File: src/rtl/hwb_pkg.sv
package hwb_pkg;

    typedef enum logic [1:0] {
        RG_OUT   = 2'd0,
        RG_RAM   = 2'd1,
        RG_EMPTY = 2'd2,
        RG_TAG   = 2'd3
    } region_e;

    typedef enum logic [1:0] {
        ST_IDLE   = 2'd0,
        ST_RD_RAM = 2'd1,
        ST_WR_RAM = 2'd2,
        ST_HOLD   = 2'd3
    } ctl_state_e;

    typedef struct packed {
        logic    is_wr;
        region_e region;
    } hcmd_t;

    localparam int TAG_LEN = 16;
    localparam logic [8*TAG_LEN-1:0] TAG_STR = "GFXWIN BRIDGE V1";
    localparam logic [7:0] FILL_BYTE = 8'hFF;

    function automatic logic [7:0] tag_byte(input logic [3:0] idx);
        return TAG_STR[8*(TAG_LEN-1-int'(idx)) +: 8];
    endfunction

endpackage

File: src/rtl/hwb_sync.sv
module hwb_sync #(
    parameter int N      = 3,
    parameter int STAGES = 2
) (
    input  logic         clk,
    input  logic         rst,
    input  logic [N-1:0] d_async,
    output logic [N-1:0] d_sync
);
    for (genvar b = 0; b < N; b++) begin : g_bit
        logic [STAGES-1:0] chain;
        always_ff @(posedge clk) begin
            if (rst) chain <= '1;
            else     chain <= {chain[STAGES-2:0], d_async[b]};
        end
        assign d_sync[b] = chain[STAGES-1];
    end
endmodule

File: src/rtl/hwb_decode.sv
module hwb_decode
    import hwb_pkg::*;
#(
    parameter int ADDR_W    = 22,
    parameter int WIN_BASE  = 32'h0018_0000,
    parameter int WIN_BYTES = 32'h0008_0000,
    parameter int RAM_BYTES = 32'h0002_0000,
    parameter int RAM_AW    = 17
) (
    input  logic [ADDR_W-1:0] addr,
    output region_e           region,
    output logic [RAM_AW-1:0] ram_off,
    output logic [3:0]        tag_idx
);
    localparam logic [ADDR_W:0] BASE_X  = (ADDR_W+1)'(WIN_BASE);
    localparam logic [ADDR_W:0] END_X   = (ADDR_W+1)'(WIN_BASE + WIN_BYTES);
    localparam logic [ADDR_W:0] TAG0_X  = (ADDR_W+1)'(WIN_BYTES - TAG_LEN);
    localparam logic [ADDR_W:0] RAMTOP_X = (ADDR_W+1)'(RAM_BYTES);

    logic [ADDR_W:0] ax;
    logic [ADDR_W:0] diff;

    assign ax      = {1'b0, addr};
    assign diff    = ax - BASE_X;
    assign ram_off = diff[RAM_AW-1:0];
    assign tag_idx = diff[3:0];

    always_comb begin
        if (ax < BASE_X || ax >= END_X) region = RG_OUT;
        else if (diff >= TAG0_X)        region = RG_TAG;
        else if (diff < RAMTOP_X)       region = RG_RAM;
        else                            region = RG_EMPTY;
    end
endmodule

File: src/rtl/hwb_ctrl.sv
module hwb_ctrl
    import hwb_pkg::*;
#(
    parameter int RAM_AW = 17
) (
    input  logic              clk,
    input  logic              rst,
    input  logic              start,
    input  hcmd_t             cmd,
    input  logic              busy_strobe,
    input  logic [RAM_AW-1:0] ram_off,
    input  logic [3:0]        tag_idx,
    input  logic [7:0]        wdata_in,
    output logic [7:0]        host_dout,
    output logic              host_doe,
    output logic              host_wait_n,
    output logic              ram_req,
    output logic              ram_we,
    output logic [RAM_AW-1:0] ram_addr,
    output logic [7:0]        ram_wdata,
    input  logic [7:0]        ram_rdata,
    input  logic              ram_ready
);
    ctl_state_e state;

    always_ff @(posedge clk) begin
        if (rst) begin
            state     <= ST_IDLE;
            host_dout <= '0;
            host_doe  <= 1'b0;
            ram_req   <= 1'b0;
            ram_we    <= 1'b0;
            ram_addr  <= '0;
            ram_wdata <= '0;
        end else begin
            unique case (state)
                ST_IDLE: if (start) begin
                    unique case (cmd.region)
                        RG_RAM: begin
                            ram_req   <= 1'b1;
                            ram_we    <= cmd.is_wr;
                            ram_addr  <= ram_off;
                            ram_wdata <= wdata_in;
                            state     <= cmd.is_wr ? ST_WR_RAM : ST_RD_RAM;
                        end
                        RG_EMPTY: begin
                            if (!cmd.is_wr) begin
                                host_dout <= FILL_BYTE;
                                host_doe  <= 1'b1;
                            end
                            state <= ST_HOLD;
                        end
                        RG_TAG: begin
                            if (!cmd.is_wr) begin
                                host_dout <= tag_byte(tag_idx);
                                host_doe  <= 1'b1;
                            end
                            state <= ST_HOLD;
                        end
                        default: state <= ST_IDLE;
                    endcase
                end
                ST_RD_RAM: if (ram_ready) begin
                    ram_req   <= 1'b0;
                    host_dout <= ram_rdata;
                    host_doe  <= 1'b1;
                    state     <= ST_HOLD;
                end
                ST_WR_RAM: if (ram_ready) begin
                    ram_req <= 1'b0;
                    state   <= ST_HOLD;
                end
                ST_HOLD: if (!busy_strobe) begin
                    host_doe <= 1'b0;
                    state    <= ST_IDLE;
                end
                default: state <= ST_IDLE;
            endcase
        end
    end

    assign host_wait_n = (state != ST_RD_RAM);

    // an open request keeps its address until ready
    p_req_hold_r4: assert property (@(posedge clk) disable iff (rst)
        ram_req && !ram_ready |=> ram_req && $stable(ram_addr));
    // WAIT is only pulled while a RAM read is outstanding
    p_wait_read_r4: assert property (@(posedge clk) disable iff (rst)
        !host_wait_n |-> ram_req && !ram_we);
    // a completed request is not reissued
    p_one_req_r9: assert property (@(posedge clk) disable iff (rst)
        ram_req && ram_ready |=> !ram_req);
    // returned byte is steady while driven
    p_dout_stable_r8: assert property (@(posedge clk) disable iff (rst)
        host_doe |=> !host_doe || $stable(host_dout));
    // bus is never driven while the host is stalled
    p_doe_nowait_r8: assert property (@(posedge clk) disable iff (rst)
        host_doe |-> host_wait_n);
endmodule

File: src/rtl/hostwin_bridge.sv
module hostwin_bridge
    import hwb_pkg::*;
#(
    parameter int ADDR_W    = 22,
    parameter int WIN_BASE  = 32'h0018_0000,
    parameter int WIN_BYTES = 32'h0008_0000,
    parameter int RAM_BYTES = 32'h0002_0000,
    parameter int SYNC_STG  = 2,
    localparam int RAM_AW   = $clog2(RAM_BYTES)
) (
    input  logic              clk,
    input  logic              rst,
    input  logic [ADDR_W-1:0] host_addr,
    input  logic [7:0]        host_din,
    input  logic              host_mreq_n,
    input  logic              host_rd_n,
    input  logic              host_wr_n,
    output logic [7:0]        host_dout,
    output logic              host_doe,
    output logic              host_wait_n,
    output logic              ram_req,
    output logic              ram_we,
    output logic [RAM_AW-1:0] ram_addr,
    output logic [7:0]        ram_wdata,
    input  logic [7:0]        ram_rdata,
    input  logic              ram_ready
);
    logic [2:0] strb_s;
    logic       rd_act, wr_act, rd_prev, wr_prev, rd_start, wr_start;
    region_e    region;
    logic [RAM_AW-1:0] ram_off;
    logic [3:0] tag_idx;
    hcmd_t      cmd;

    hwb_sync #(.N(3), .STAGES(SYNC_STG)) u_sync (
        .clk(clk), .rst(rst),
        .d_async({host_mreq_n, host_rd_n, host_wr_n}),
        .d_sync(strb_s)
    );

    assign rd_act = !strb_s[2] && !strb_s[1];
    assign wr_act = !strb_s[2] && !strb_s[0];

    always_ff @(posedge clk) begin
        if (rst) begin
            rd_prev <= 1'b0;
            wr_prev <= 1'b0;
        end else begin
            rd_prev <= rd_act;
            wr_prev <= wr_act;
        end
    end

    assign rd_start = rd_act && !rd_prev;
    assign wr_start = wr_act && !wr_prev && !rd_start;

    hwb_decode #(
        .ADDR_W(ADDR_W), .WIN_BASE(WIN_BASE), .WIN_BYTES(WIN_BYTES),
        .RAM_BYTES(RAM_BYTES), .RAM_AW(RAM_AW)
    ) u_dec (
        .addr(host_addr), .region(region), .ram_off(ram_off), .tag_idx(tag_idx)
    );

    assign cmd.is_wr  = wr_start;
    assign cmd.region = region;

    hwb_ctrl #(.RAM_AW(RAM_AW)) u_ctrl (
        .clk(clk), .rst(rst),
        .start(rd_start || wr_start), .cmd(cmd),
        .busy_strobe(rd_act || wr_act),
        .ram_off(ram_off), .tag_idx(tag_idx), .wdata_in(host_din),
        .host_dout(host_dout), .host_doe(host_doe), .host_wait_n(host_wait_n),
        .ram_req(ram_req), .ram_we(ram_we), .ram_addr(ram_addr),
        .ram_wdata(ram_wdata), .ram_rdata(ram_rdata), .ram_ready(ram_ready)
    );

    // cycles outside the window are not claimed
    p_outside_r2: assert property (@(posedge clk) disable iff (rst)
        (rd_start || wr_start) && region == RG_OUT |=> !ram_req && !host_doe);
    // fill area answers at once with 0xFF
    p_fill_r5: assert property (@(posedge clk) disable iff (rst)
        rd_start && region == RG_EMPTY |=> host_doe && host_dout == 8'hFF && !ram_req);
    // identification area answers with the string byte
    p_tag_r6: assert property (@(posedge clk) disable iff (rst)
        rd_start && region == RG_TAG |=> host_doe && host_dout == tag_byte($past(tag_idx)));
    // discarded writes raise no request
    p_discard_r7: assert property (@(posedge clk) disable iff (rst)
        wr_start && (region == RG_EMPTY || region == RG_TAG) |=> !ram_req);
endmodule

File: config.mk
export PLATFORM = sky130hd
export DESIGN_NAME = hostwin_bridge
export DESIGN_NICKNAME = d
export VERILOG_FILES = /design/src/rtl/hwb_pkg.sv /design/src/rtl/hwb_sync.sv /design/src/rtl/hwb_decode.sv /design/src/rtl/hwb_ctrl.sv /design/src/rtl/hostwin_bridge.sv
export SDC_FILE = /design/constraint.sdc
export NUM_CORES = 1
export LEC_CHECK = 0
export ABC_AREA = 1
export CELL_PAD_IN_SITES_DETAIL_PLACEMENT = 1
export CELL_PAD_IN_SITES_GLOBAL_PLACEMENT = 1
export CORE_MARGIN = 1.5
export CORE_UTILIZATION = 42
export DETAILED_ROUTE_END_ITERATION = 16
export DONT_BUFFER_PORTS = 1
export GPL_TIMING_DRIVEN = 1
export PLACE_DENSITY = 0.83
export SETUP_SLACK_MARGIN = 0.05
export SYNTH_ARGS = -nofsm -noshare
export SYNTH_HDL_FRONTEND = slang
export SYNTH_SLANG_ARGS = --single-unit
File: constraint.sdc
create_clock -name clk -period 2.46 [get_ports clk]
set_input_delay 0.492 -clock clk [delete_from_list [all_inputs] [get_ports clk]]
set_output_delay 0.492 -clock clk [all_outputs]
set_load 0.05 [all_outputs]
Word level (Yosys, flattened, before mapping)
Index checks and enable logic that the tools add are counted.
- flip-flop bits (word level): 46
- latch bits: 0
- bits in writable memories: 0
- ROM bits: 0
- bits of input ports: 44
- output and inout bits: 37
- word-level logic and storage cells: 86
- memories kept: 0
- add/sub/neg operators: 2
- $mul: 0
- divide/modulo/power cells: 0
- magnitude comparators: 4
- equality and inequality tests: 17
- shift operators: 1
- muxes and demuxes: 25
- bitwise gates (word level): 0
- reductions and logical operators: 25
- operators by type and width (kind ; number):
    variable part select 128 x 32 -> 8 bit, first input constant ; 1
    two-way mux 8 bit ; 4
    case mux 8 bit (2 select lines) ; 2
    >= comparator 23 x 19 -> 1 bit, second input constant ; 1
    < comparator 23 x 18 -> 1 bit, second input constant ; 1
    subtractor 22 x 21 -> 23 bit, second input constant ; 1
    >= comparator 22 bit, second input constant ; 1
    < comparator 22 x 21 -> 1 bit, second input constant ; 1
    two-way mux 2 bit ; 7
    AND reduction 6 bit ; 2
    != test 2 bit, second input constant ; 5
    != test 3 bit, second input constant ; 3
    == test 2 bit, second input constant ; 4
    two-way mux 1 bit ; 8
    zero test 1 bit ; 6
    != test 2 x 1 -> 1 bit, second input constant ; 3
    case mux 2 bit (3 select lines) ; 1
    AND reduction 3 bit ; 2
    logical AND 1 bit ; 5
    subtractor 4 x 4 -> 5 bit, first input constant ; 1
    == test 2 x 1 -> 1 bit, second input constant ; 2
    case mux 2 bit (2 select lines) ; 1
    AND reduction 4 bit ; 1
    nonzero test 2 bit ; 2
    other kinds (6) ; 9

Logic depth before layout (Yosys ltp)
Gate-level depths: netlist of the first run.
- word-level depth: 10
- mapped depth: 13
- depth with buffers taken out: 13

Cells and area by module
A second synthesis of the first run with hierarchy kept.
- cells, all modules: 360
- area, all modules: 2469.9 µm²
- by module, submodules not included (module ; instances ; cells each ; area an instance (µm²) ; seq. area each (µm²)):
    hwb_ctrl ; 1 ; 262 ; 1830.5 ; 760.7
    hwb_decode ; 1 ; 61 ; 352.8 ; 0.0
    hwb_sync ; 1 ; 22 ; 191.4 ; 120.1
    hostwin_bridge ; 1 ; 15 ; 95.1 ; 40.0

Least setup slack after synthesis of the first run
Ideal clock, no wire load.
- path kind: input to register
- from: input port host_addr[19]
- to: register u_ctrl.ram_wdata[2]
- library setup time: 0.116 ns
- arrival time: 1.824 ns
- data required time: 2.344 ns
- slack: 0.520 ns
- stages: 12
- path buffers: 1
- cell sequence: ha_1 -> inv_1 -> ha_1 -> nor2_4 -> inv_2 -> nor2_4 -> nand4_4 -> nor2_8 -> inv_4 -> buf_6 -> nor2_2 -> nor2_1
- word-level cells in the longest chain between the ends: 7
- elaborated cells between the ends (all ways): 11
- classes of those cells: 1 x add/sub; 4 x order compare; 1 x eq/ne; 3 x mux; 2 x reduce/logical
- ends and longest elaborated chain (what ; RTL line ; text):
    start, declared ; hostwin_bridge.sv:13 ; input logic [ADDR_W-1:0] host_addr,
    subtractor 22 x 21 -> 23 bit ; hwb_decode.sv:24 ; assign diff = ax - BASE_X;
    < comparator 23 x 18 -> 1 bit ; hwb_decode.sv:31 ; else if (diff < RAMTOP_X) region = RG_RAM;
    two-way mux 2 bit ; hwb_decode.sv:31 ;
    two-way mux 2 bit ; hwb_decode.sv:30 ; else if (diff >= TAG0_X) region = RG_TAG;
    two-way mux 2 bit * ; hwb_decode.sv:29 ; if (ax < BASE_X || ax >= END_X) region = RG_OUT;
    == test 2 x 1 -> 1 bit * ; hwb_ctrl.sv:38 ; unique case (cmd.region)
    AND reduction 3 bit (no line) * ; -- ;
    end signal, assigned ; hwb_ctrl.sv:43 ; ram_wdata <= wdata_in;
    end, declared ; hwb_ctrl.sv:20 ; output logic [7:0] ram_wdata,
Mark *: on every way between the ends. The rest lies on a longest branch, timed or not.
A chain may end at the register's enable or synchronous reset.

Worst setup path in the final report of the first run
- from: register u_ctrl.state[1]
- to: output port host_wait_n
- word-level cells in the longest chain between the ends: 1
- ends and longest elaborated chain (what ; RTL line ; text):
    start, declared ; hwb_ctrl.sv:24 ; ctl_state_e state;
    start signal, assigned ; hwb_ctrl.sv:44 ; state <= cmd.is_wr ? ST_WR_RAM : ST_RD_RAM;
    != test 2 x 1 -> 1 bit ; hwb_ctrl.sv:82 ; assign host_wait_n = (state != ST_RD_RAM);
    end, declared ; hostwin_bridge.sv:20 ; output logic host_wait_n,
No other way between the ends.

==> flow_summary_export.csv, run 1 <==
group,metric,value,unit
routing,via_count,2173,
synthesis,synth.cell_area,2490,sq um
sta,timing.final.crit_share,82.2,%
finish,fillers,745,
sta,tns,0,ns
synthesis,ys_warn_count,0,
clock_tree,hold_buffers,0,
floorplan,io_pins,81,
job,drv_cap,0,
grt,grt.total_usage,20.6,%
clock_tree,clkTransAtPathRegs,0.08,ns
placement,port_buffers,0,
placement,post-place-ws,0.250,ns
setup_path,worstPathRequired,1.97,ns
grt,antenna_found_initial,0,
finish,fin_cells,416,
clock_tree,cts.sinks,46,
hold_path,whs_path_depth,1,
finish,n_antenna_cell,0,
placement,post-place-cells,408,
setup_path,crit_fanout,10,
synthesis,synth_cell_types,30,
grt,grt_pass1_wl,10.3,mm
floorplan,die_h,80.1,microns
synthesis,synth_nets,403,
synthesis,avgSynthCellArea,7.21,sq um
sta,hold_viol_final,0,
clock_tree,root_buffer,"clkbuf_8",
routing,routed_wl,6.18,mm
setup_path,start_kind,"register",
clock_tree,cts_tree,"yes",
setup_path,cp-end-kind,"output port",
pwr,p_total,2.35,mW
floorplan,die-area,6410,sq um
sta,rsz0062_at_grt,"false",
grt,grt_max_degree,28,
routing,avgViaCountPerCell,5.22,
clock_tree,h-tree-depth,2,
pwr,power_leakage,1.21,nW
sta,hold-worst-slack,0.251,ns
finish,area_growth,6.42,%
clock_tree,cts-resized-gates,0,
floorplan,core_area,5610,sq um
outcome,outcome,"complete, no violations",
routing,wl_per_cell,14.9,microns
placement,hpwl,4.63,mm
sta,skew,0.00890,ns
clock_tree,cts.path.max_buffers,2,
sta,slew_viol_final,0,
floorplan,row_count,27,
setup_path,cp.arrival,1.53,ns
clock_tree,clk_latency,0.30,ns
sta,setup_violations,0,
finish,final_cell_mix,"nor2_1 (66), nand2_1 (53), dfxtp_1 (46)",
hold_path,hold_path_class,"in -> reg",
finish,nNetsFinal,400,
grt,grt.overflow.total,0,
finish,drive_above_1_share,16.9,%
floorplan,die_x,80.1,microns
pwr,ir_worst_vdd,0.351,mV
synthesis,ys_seq_elements,46,
sta,slew_headroom,62.3,%
routing,drcViolationCount,0,
placement,dpl_cell_area,2510,sq um
floorplan,start_util,44.5,%
clock_tree,numCtsBuffers,5,
clock_tree,cts_setup_buffers,0,
setup_path,rr_worst_depth,9,
sta,worst_pin_slew,0.564,ns
routing,firstDrtPassIters,4,
finish,final_util,47.3,%
grt,grt_pass1_vias,2282,
finish,finalInstanceArea,2660,sq um
synthesis,yosysSeqAreaShare,36.9,%
setup_path,worstSetupPathType,"reg -> out",
finish,layout_commonest_cell,"nor2_1",
sta,min_period,2.02,ns
placement,gp_congestion,0.829,
routing,antenna_left,0,
routing,drtIter0Drc,42,
setup_path,timing.reg2reg.setup_slack,0.58,ns
sta,fmax,0.495,GHz
pwr,p_per_area,884,nW/um^2
synthesis,synthCells,346,
sta,worst_slack,0.438,ns
-- state kept, by name (all words and copies together) (netlist names) --
signal	flops
rd_prev	1
u_sync.g_bit.chain	6
u_ctrl.host_doe	1
u_ctrl.ram_req	1
u_ctrl.ram_wdata	8
u_ctrl.state	2
u_ctrl.host_dout	8
u_ctrl.ram_we	1
wr_prev	1
u_ctrl.ram_addr	17
-- final timing paths --
path | from | to
setup / recovery | u_ctrl.state[1] | host_wait_n
hold / removal | rst | u_ctrl.ram_we
setup reg to reg | u_ctrl.state[0] | u_ctrl.ram_addr[0]
hold reg to reg | u_sync.g_bit[2].chain[0] | u_sync.g_bit[2].chain[1]
-- layer usage --
| metal | track usage [%] | vias to the layer above | share of wire [%] |
|---|---|---|---|
| met2 | 37.6 | 55 | 51 |
| met5 | 0 | - | 0 |
| met4 | 6.90 | 0 | 1.3 |
| met1 | 22.9 | 1021 | 42 |
| li1 | - | 1090 | - |
| met3 | 5.57 | 7 | 6.2 |
-- cell usage after synthesis --
cell | count | area share, %
nor2_1 | 66 | 9.9
nand2_1 | 53 | 8.0
dfxtp_1 | 46 | 37
nand3_1 | 26 | 5.2
inv_1 | 25 | 3.8
nor2_2 | 20 | 5.0
o21ai_1 | 20 | 4.0
o21ai_0 | 16 | 3.2
a21oi_1 | 13 | 2.6
ha_1 | 13 | 6.5
or2_2 | 13 | 3.3
buf_6 | 5 | 2.3
clkbuf_1 | 5 | 0.75
nor3_1 | 4 | 0.80
inv_2 | 3 | 0.45
a21oi_4 | 2 | 1.3
buf_4 | 2 | 0.60
nor2_4 | 2 | 0.90
a21oi_2 | 1 | 0.35
a31oi_1 | 1 | 0.25
buf_2 | 1 | 0.20
clkinv_1 | 1 | 0.15
inv_4 | 1 | 0.25
nand2_2 | 1 | 0.25
nand2_4 | 1 | 0.45
nand3b_1 | 1 | 0.30
nand4_4 | 1 | 0.85
nor2_8 | 1 | 0.80
o21a_1 | 1 | 0.30
o21ai_2 | 1 | 0.35
-- worst max-delay path, cell delays in order, from the launching register on --
cell and delay, ns:
dfxtp_1 0.39, inv_1 0.10, ha_1 0.28, inv_1 0.19, buf_4 0.28
-- where the power goes --
part / leakage (nW) / switching, mW / internal [mW] / total [mW]
Clock: 0.0714 / 0.252 / 0.433 / 0.685
Sequential: 0.373 / 0.235 / 0.815 / 1.05
Combinational: 0.762 / 0.405 / 0.206 / 0.611
-- logic make-up after synthesis --
logic type                 synth area share [%]
adders and majority gates                  6.52
buffers and inverters                      8.42
DFF                                        36.9
and+or+nand+nor                            35.8
AOI/OAI and AO/OA                          12.4
-- layout make-up --
class,count,area [sq um],area share (%)
repair buffers,3,22.5,0.848
clock buffers,6,82.6,3.11
clock inverters,2,60.1,2.26
inverters,30,115,4.34
flip-flops and latches,46,921,34.7
well taps,72,90.1,3.39
multi-input cells,257,1360,51.4
(Power assumes the default switching activity.)
==> run 2, diff against run 1 <==
--- a/config.mk
+++ b/config.mk
@@ -5,7 +5,7 @@
 export SDC_FILE = /design/constraint.sdc
 export NUM_CORES = 1
 export LEC_CHECK = 0
-export ABC_AREA = 1
+export ABC_AREA = 0
 export CELL_PAD_IN_SITES_DETAIL_PLACEMENT = 1
 export CELL_PAD_IN_SITES_GLOBAL_PLACEMENT = 1
 export CORE_MARGIN = 1.5
@@ -13,7 +13,7 @@
 export DETAILED_ROUTE_END_ITERATION = 16
 export DONT_BUFFER_PORTS = 1
 export GPL_TIMING_DRIVEN = 1
-export PLACE_DENSITY = 0.83
+export PLACE_DENSITY = 0.81
 export SETUP_SLACK_MARGIN = 0.05
 export SYNTH_ARGS = -nofsm -noshare
 export SYNTH_HDL_FRONTEND = slang
==> constraint.sdc (replaced) <==
create_clock -name clk -period 2 [get_ports clk]
set_input_delay 0.4 -clock clk [delete_from_list [all_inputs] [get_ports clk]]
set_output_delay 0.4 -clock clk [all_outputs]
set_load 0.05 [all_outputs]
==> run 2 against run 1 <==
Net effect: flip-flop and latch count did not move; register-to-register slack got worse by 0.37 ns; count of clock-buffer cells in the layout unchanged; critical endpoint is now u_ctrl.host_dout[1]; critical path type is now reg -> reg; largest cell class unchanged; power grew 2.3%; utilization grew 2.3 points.
==> flow_summary_export.csv, run 2 <==
group,metric,value,unit
outcome,outcome,"complete, no violations",
setup_path,worstSetupPathType,"reg -> reg",
grt,grt_max_degree,41,
setup_path,cp-end-kind,"register",
placement,port_buffers,0,
floorplan,start_util,44.3,%
finish,nNetsFinal,344,
pwr,ir_worst_vdd,0.372,mV
synthesis,avgSynthCellArea,8.27,sq um
clock_tree,root_buffer,"clkbuf_8",
grt,grt.overflow.total,0,
sta,worst_pin_slew,0.546,ns
synthesis,netlist_top_cells_area,"dfxtp_1 (40%), nand2_1 (12%), a21oi_1 (7.2%), ha_1 (7.1%), o2111ai_4 (2.3%)",
synthesis,synthCells,277,
synthesis,yosysSeqAreaShare,40.2,%
synthesis,synth_edf_count,0,
finish,biggestRegsByFlops,"u_ctrl.ram_addr x17, u_ctrl.host_dout x8, u_ctrl.ram_wdata x8",
routing,routed_wl,5.91,mm
synthesis,synth_commonest_cells,"nand2_1 (71), dfxtp_1 (46), a21oi_1 (33), ha_1 (13), inv_1 (13)",
placement,hpwl,4.53,mm
sta,setup_violations,0,
pwr,p_total,2.40,mW
pwr,power_leakage,0.934,nW
clock_tree,cts_tree,"yes",
setup_path,worstPathRequired,2.20,ns
synthesis,ys.flop_type,"dfxtp_1",
finish,largest_reg_flops,17,
synthesis,ys_seq_elements,46,
placement,post-place-cells,349,
setup_path,path_common_cell,"buf_4",
routing,maxUsedRoutingLayer,"met4",
hold_path,hold_path_class,"in -> reg",
routing,drcViolationCount,0,
placement,gp_congestion,0.814,
floorplan,die_x,76.8,microns
synthesis,synth_nets,334,
floorplan,row_count,26,
routing,dr_wl_met3,463,microns
placement,dpl_cell_area,2460,sq um
floorplan,die_h,76.8,microns
clock_tree,clkTransAtPathRegs,0.09,ns
finish,layout_commonest_cell,"nand2_1",
synthesis,yosys.area.top_type,"dfxtp_1",
setup_path,critPathSlowestCell,"dfxtp_2",
sta,slew_headroom,63.5,%
finish,regMostFlops,"u_ctrl.ram_addr",
finish,finalInstanceArea,2570,sq um
routing,wl_per_cell,16.5,microns
clock_tree,cts.path.max_buffers,2,
synthesis,synth_top_area_share,40.2,%
sta,min_period,1.79,ns
synthesis,synth.cell_area,2290,sq um
pwr,p_per_area,935,nW/um^2
routing,wl_met1,2.43,mm
finish,fillers,632,
sta,hold_viol_final,0,
sta,timing.final.crit_share,89.6,%
clock_tree,clk_latency,0.30,ns
sta,fmax,0.558,GHz
synthesis,yosysMostFrequentCell,"nand2_1",
floorplan,die-area,5900,sq um
floorplan,io_pins,81,
finish,fin_cells,358,
routing,route.met2.wl,2.93,mm
synthesis,ys_warn_count,0,
grt,grt_pass1_vias,2031,
finish,area_growth,12.1,%
clock_tree,cts.sinks,46,
grt,grt_pass1_wl,9.55,mm
clock_tree,h-tree-depth,2,
sta,tns,0,ns
routing,firstDrtPassIters,4,
setup_path,crit_chain,"inv_1 > ha_1 > buf_4 > nor3_1 > buf_4 > o31a_1 > a32oi_1 > a22o_1",
clock_tree,numCtsBuffers,5,
setup_path,crit_fanout,10,
routing,avgViaCountPerCell,5.65,
finish,drive_above_1_share,16.7,%
synthesis,synth_cell_types,44,
routing,via_count,2021,
sta,skew,0.0114,ns
finish,n_antenna_cell,0,
setup_path,cpPeakStageDelay,0.37,ns
grt,antenna_found_initial,0,
job,drv_cap,0,
floorplan,core_area,5170,sq um
routing,drtIter0Drc,46,
synthesis,synthArstFlopShare,0,%
sta,rsz0062_at_grt,"false",
grt,grt.total_usage,20.1,%
setup_path,start_kind,"register",
sta,slew_viol_final,0,
setup_path,cp.arrival,1.99,ns
finish,final_cell_mix,"nand2_1 (71), dfxtp_1 (44), a21oi_1 (32)",
routing,antenna_left,0,
[run 2: changes by cell type in the layout (fill, tap and decap cells not counted), sizes merged, moves of 16 or more]
cell and delta:
nand3 -20, nor2 -79, nand2 +16, a21oi +18
o21ai -29, inv -16
[run 2: final cells by class]
type	count	area, sq um	share of cell area (%)
Clock buffer	6	82.6	3.22
Clock inverter	2	12.5	0.487
Inverter	13	48.8	1.90
Multi-Input combinational cell	204	1270	49.6
Sequential cell	46	923	36.0
Tap cell	70	87.6	3.41
Timing Repair Buffer	17	140	5.46
[run 2: report_power, final]
part	total (mW)	internal [mW]	switching, mW
combinational	0.564	0.254	0.310
sequential	1.24	0.991	0.252
clock	0.592	0.278	0.314
total	2.40	1.52	0.876
[run 2: cell families after synthesis]
kind of cell	after synthesis	synth area share (%)
XOR/XNOR	1	0.383
adder cells (fa/ha/maj)	13	7.10
flip-flops	46	40.2
buffers and inverters	27	5.25
AO/OA/AOI/OAI	69	21.8
AND/OR/NAND/NOR	117	23.4
multiplexers	4	1.86
[run 2: critical path: cells and delay by family (launching register included)]
kind | cells | cell delay (ns)
flops | 1 | 0.37
buf+inv | 3 | 0.44
simple gates | 1 | 0.19
fa+ha+maj | 1 | 0.20
compound gates | 3 | 0.49
[run 2: path summary, 6_finish.rpt]
path | from | endpoint | slack, ns | cells past startpoint
setup / recovery | u_ctrl.state[1] | u_ctrl.host_dout[1] | 0.21 | 8
hold / removal | rst | u_ctrl.host_doe | 0.17 | 1
setup reg to reg | u_ctrl.state[1] | u_ctrl.host_dout[1] | 0.21 | 8
hold reg to reg | u_sync.g_bit[1].chain[0] | u_sync.g_bit[1].chain[1] | 0.41 | 1
[run 2: per-stage QoR]
stage / hold WS (ns) / worst slack [ns] / utilization [%]
2_1_floorplan: 0.389 / 0.0493 / -
4_1_cts: 0.153 / 0.0850 / 49.4
5_1_grt: 0.151 / 0.0555 / 49.6
6_report: 0.169 / 0.208 / 49.6
3_3_place_gp: 0.392 / -0.0338 / 47.6
3_5_place_dp: 0.395 / -0.0881 / 47.6
[run 2: routing by layer]
metal | vias to the layer above | GRT usage [%]
met4 | 0 | 7.41
li1 | 974 | -
met5 | - | 0
met1 | 975 | 22.0
met3 | 7 | 7.26
met2 | 65 | 35.5
[run 2: repair_timing]
action                                  in CTS  in global routing
setup buffers                                0                  1
hold buffers                                 0                  0
resized for setup                            0                  3
hold endpoints to repair                     0                  0
endpoints found under the setup margin       0                 33
